[config.mk]
export PLATFORM = sky130hd
export DESIGN_NAME = sdram_dqm_pipe
export DESIGN_NICKNAME = d
export VERILOG_FILES = /design/src/rtl/sdram_dqm_pipe.sv
export SDC_FILE = /design/constraint.sdc
export NUM_CORES = 1
export LEC_CHECK = 0
export ABC_CLOCK_PERIOD_IN_PS = 1770
export BUFFER_PORTS_ARGS = -buffer_cell sky130_fd_sc_hd__buf_2
export CORE_ASPECT_RATIO = 0.9
export CORE_MARGIN = 1
export CORE_UTILIZATION = 49
export CTS_CLUSTER_SIZE = 28
export DETAILED_ROUTE_END_ITERATION = 8
export HOLD_SLACK_MARGIN = 0.1
export PLACE_DENSITY = 0.81
export SLEW_MARGIN = 20
export SYNTH_ARGS = -nofsm -noshare
export SYNTH_HDL_FRONTEND = slang
export SYNTH_SLANG_ARGS = --single-unit
export TNS_END_PERCENT = 30
[constraint.sdc]
create_clock -name clk -period 1.77 [get_ports clk]
set_clock_uncertainty 0.1 [all_clocks]
set_input_delay 0.354 -clock clk [delete_from_list [all_inputs] [get_ports clk]]
set_output_delay 0.354 -clock clk [all_outputs]
set_load 0.02 [all_outputs]
[src/rtl/sdram_dqm_pipe.sv]
module sdram_dqm_pipe #(
  parameter int DATA_W = 16,
  parameter int LANES  = 2,
  parameter int CL_MAX = 3,
  localparam int CLW   = $clog2(CL_MAX + 1)
) (
  input  logic              clk,
  input  logic              rst_n,
  input  logic              rd_cmd,
  input  logic              wr_phase,
  input  logic [LANES-1:0]  dqm,
  input  logic [CLW-1:0]    cas_lat,
  input  logic [DATA_W-1:0] arr_rdata,
  output logic [LANES-1:0]  wr_strb,
  output logic [LANES-1:0]  rd_oe,
  output logic              rd_valid,
  output logic [DATA_W-1:0] rd_data
);

  logic [CL_MAX:1]    vld_q;
  logic [DATA_W-1:0]  dat_q [CL_MAX:1];
  logic [LANES-1:0]   msk1_q, msk2_q;
  logic [CLW-1:0]     cl_q;
  logic               busy, cl_ok;

  assign busy  = rd_cmd | (|vld_q);
  assign cl_ok = (cas_lat != '0) && (int'(cas_lat) <= CL_MAX);

  always_ff @(posedge clk or negedge rst_n)
    if (!rst_n) begin
      vld_q  <= '0;
      msk1_q <= '1;
      msk2_q <= '1;
      cl_q   <= CLW'(CL_MAX);
    end else begin
      vld_q  <= {vld_q[CL_MAX-1:1], rd_cmd};
      msk1_q <= dqm;
      msk2_q <= msk1_q;
      if (!busy && cl_ok) cl_q <= cas_lat;
    end

  always_ff @(posedge clk) begin
    dat_q[1] <= arr_rdata;
    for (int s = 2; s <= CL_MAX; s++) dat_q[s] <= dat_q[s-1];
  end

  assign rd_valid = vld_q[cl_q];
  assign rd_data  = dat_q[cl_q];

  for (genvar g = 0; g < LANES; g++) begin : g_lane
    assign wr_strb[g] = wr_phase & ~dqm[g];
    assign rd_oe[g]   = rd_valid & ~msk2_q[g];
  end

endmodule

==> summary.md <==
| Metric | Value |
|---|---|
| Core ar. | 3110 um2 |
| Die Wd | 62.8 um |
| GP Congestion | 0.658 |
| P per Cell Area | 1390 nW/um2 |
| CP endpoint kind | primary output |
| Non-filler cells, final | 243 |
| Grt ovf | 0 |
| RSZ-0062 raised after global routing | true |
| Initial antenna violation count | 0 |
| DRC violation count after routing | 0 |
| Largest net degree at the start of global routing | 24 |
| Io pins | 45 |
| Dpl hpwl | 1840 um |
| Share of the synthesized area in the top cell type | 58.9% |
| Largest area contributor in the netlist | dfxtp_1 |
| Fin crit period | 2020 ps |
| Post-synthesis compound-gate area fraction | 5.45% |
| Initial DRC Count | 22 |
| Worst hold slack | 186 ps |
| CP Buf/Inv Count | 2 |
| Total number of vias | 1,121 |
| Worst path required time | 1320 ps |
| Slew Viols, Final | 0 |
| Gr usage total | 19.6% |
| Worst Max-Slew Pin Slew | 214 ps |
| Layout cells sized above 1 | 36.8% |
| Post-route ant nets | 0 |
| CP cell instances | buf_12, mux2i_2, a21oi_1, buf_4 |
| Hold crit path type | in -> reg |
| First-pass GRT wire length | 4850 um |
| Simple-gate share of the synthesized area | 5.91% |
| Clk buf depth | 2 |
| Syn_area_per_cell | 13.3 um2 |
| Worst EP arrival | 1560 ps |
| Ys Warns | 0 |
| Vias in the first global route | 1,132 |
| Die height | 56.7 um |
| Final Setup Violations | 19 |
| Drt pass-1 iters | 4 |
| Core Rows | 19 |
| CTS tree | yes |
| Slew headroom | 85.6% |
| Commonest non-fill, non-tap cell in the layout | dfxtp_1 |
| Number of port buffers | 44 |
| Drt total wl | 3060 um |
| Worst vdd ir | 1070 uV |
| Post-CTS Setup Inserts | 0 |
| Max Cap Violations | 0 |
| Xor-xnor portion of the synthesized cell area | 0% |
| WL met3 | 189 um |
| Status | finished with violations |
| Sequential fraction of the synthesis area | 73.2% |
| Syn_nets | 147 |
| Die area | 3560 um2 |
| Routed vias/inst | 4.61 |
| Final Hold Vio Count | 0 |
| Most frequent cells in the layout | dfxtp_1 (48), buf_2 (37), dlygate4sd3_1 (20), nor2_1 (17) |
| Antenna Cells | 0 |
| Post-Route M1 WL | 1150 um |
| Final WS setup | -247 ps |
| Violated checks | setup timing |
| Initial Util | 52.4% |
| Final net count | 220 |
| F_max | 0.496 GHz |
| Overall Power | 3.24 mW |
| CTS H-tree depth | 3 |
| Leak | 1.07 nW |
| Netlist cell types | 17 |
| Area delta synth->final | 43.0% |
| Critical path's slowest cell | dfstp_2 |
| Placed instance count | 207 |
| WL met2 | 1690 um |
| CP Launch Type | flop |
| Post-Syn Instances | 123 |
| Drt wl/cell | 12.6 um |
| Largest family of logic cells by synthesized area | multiplexers |
| CTS sink cnt | 57 |
| Yosys reg bits | 57 |
| Top sig layer | met4 |
| Fillers | 214 |
| Top cells by area, synth | dfxtp_1 (59%), mux2i_1 (10%), dfstp_2 (9.7%) |
| CTS buffer count | 9 |
| Post-synthesis adder-cell area fraction | 0% |
| CP max FO | 11 |
| Cell area after synthesis | 1630 um2 |
| Reg clk slew, reported paths | 60 ps |
| Setup Crit Path Kind | reg -> out |
| Clk_lat worst skew | 330 ps |
| Root buf cell | clkbuf_8 |
| Post-synthesis mux area share | 12.5% |
| Crit path max-delay family | flip-flops |
| Period utilization | 114% |
| Largest stage delay, worst path | 580 ps |
-- cell usage after synthesis --
cell,count
dfxtp_1,48
nor2_1,18
mux2i_1,17
a21oi_1,16
dfstp_2,6
dfrtp_1,3
buf_2,2
buf_6,2
mux2_1,2
nor2b_1,2
buf_4,1
clkbuf_1,1
inv_1,1
mux2_2,1
nand2_1,1
nor4_2,1
o21a_2,1
-- through the flow --
stage          TNS [ps]  setup slack, ps  util, %  instance area, um2
2_1_floorplan         0             29.2        -                1630
6_report          -3670             -247     74.8                2330
3_3_place_gp          0              116     61.1                1900
5_1_grt           -4970             -313     74.8                2330
3_5_place_dp          0              113     61.1                1900
4_1_cts           -4080             -276     74.3                2310
-- final cells by class --
type	instances	area [um2]	share of cell area (%)
timing repair buffer	68	484	20.8
multi-input combinational	59	398	17.1
inverter	1	3.75	0.161
clock buffer	13	159	6.82
sequential	57	1190	51.2
clock inverter	3	40.0	1.72
tap	42	52.6	2.25
-- kinds of logic after synthesis --
group	Yosys count
mux	20
compound gates	17
flops	57
simple gates	22
buf+inv	7
-- routing by layer --
layer | global-route usage (%) | vias to the layer above
met3 | 11.0 | 7
met2 | 35.6 | 36
met5 | 0 | -
met1 | 17.9 | 519
met4 | 7.97 | 0
li1 | - | 559
-- worst reg2reg max path, stage by stage, from the launching register on --
cell and delay (ps):
dfrtp_1 410, nor4_2 290, o21a_2 200, mux2_1 320
-- final timing paths --
path / from / to / slack (ps) / depth (start not counted)
max in group asynchronous: rst_n / cl_q[0] / 980 / 2
min: cas_lat[0] / cl_q[0] / 190 / 2
min in group asynchronous: rst_n / vld_q[3] / 340 / 2
max: cl_q[0] / rd_data[7] / -250 / 4
max reg2reg: vld_q[1] / cl_q[0] / 380 / 3
min reg2reg: dat_q[1][15] / dat_q[2][15] / 240 / 0
-- what timing repair did --
action	in CTS	in global routing
resized for setup	5	6
hold buffers	20	0
endpoints found under the hold margin	28	0
pin swaps	0	0
setup endpoints to repair	19	21
-- registers in the layout (all words and copies together) (netlist names) --
register and flops:
dat_q 48, cl_q 2, msk1_q 2, msk2_q 2
vld_q 3
-- power by group --
part	switching (mW)	leakage, nW	internal (mW)
Combinational	0.355	0.466	0.290
Clock	0.454	0.103	0.722
Sequential	0.0449	0.503	1.38
Total	0.854	1.07	2.39
No activity file was read; power rests on OpenSTA's default activity.
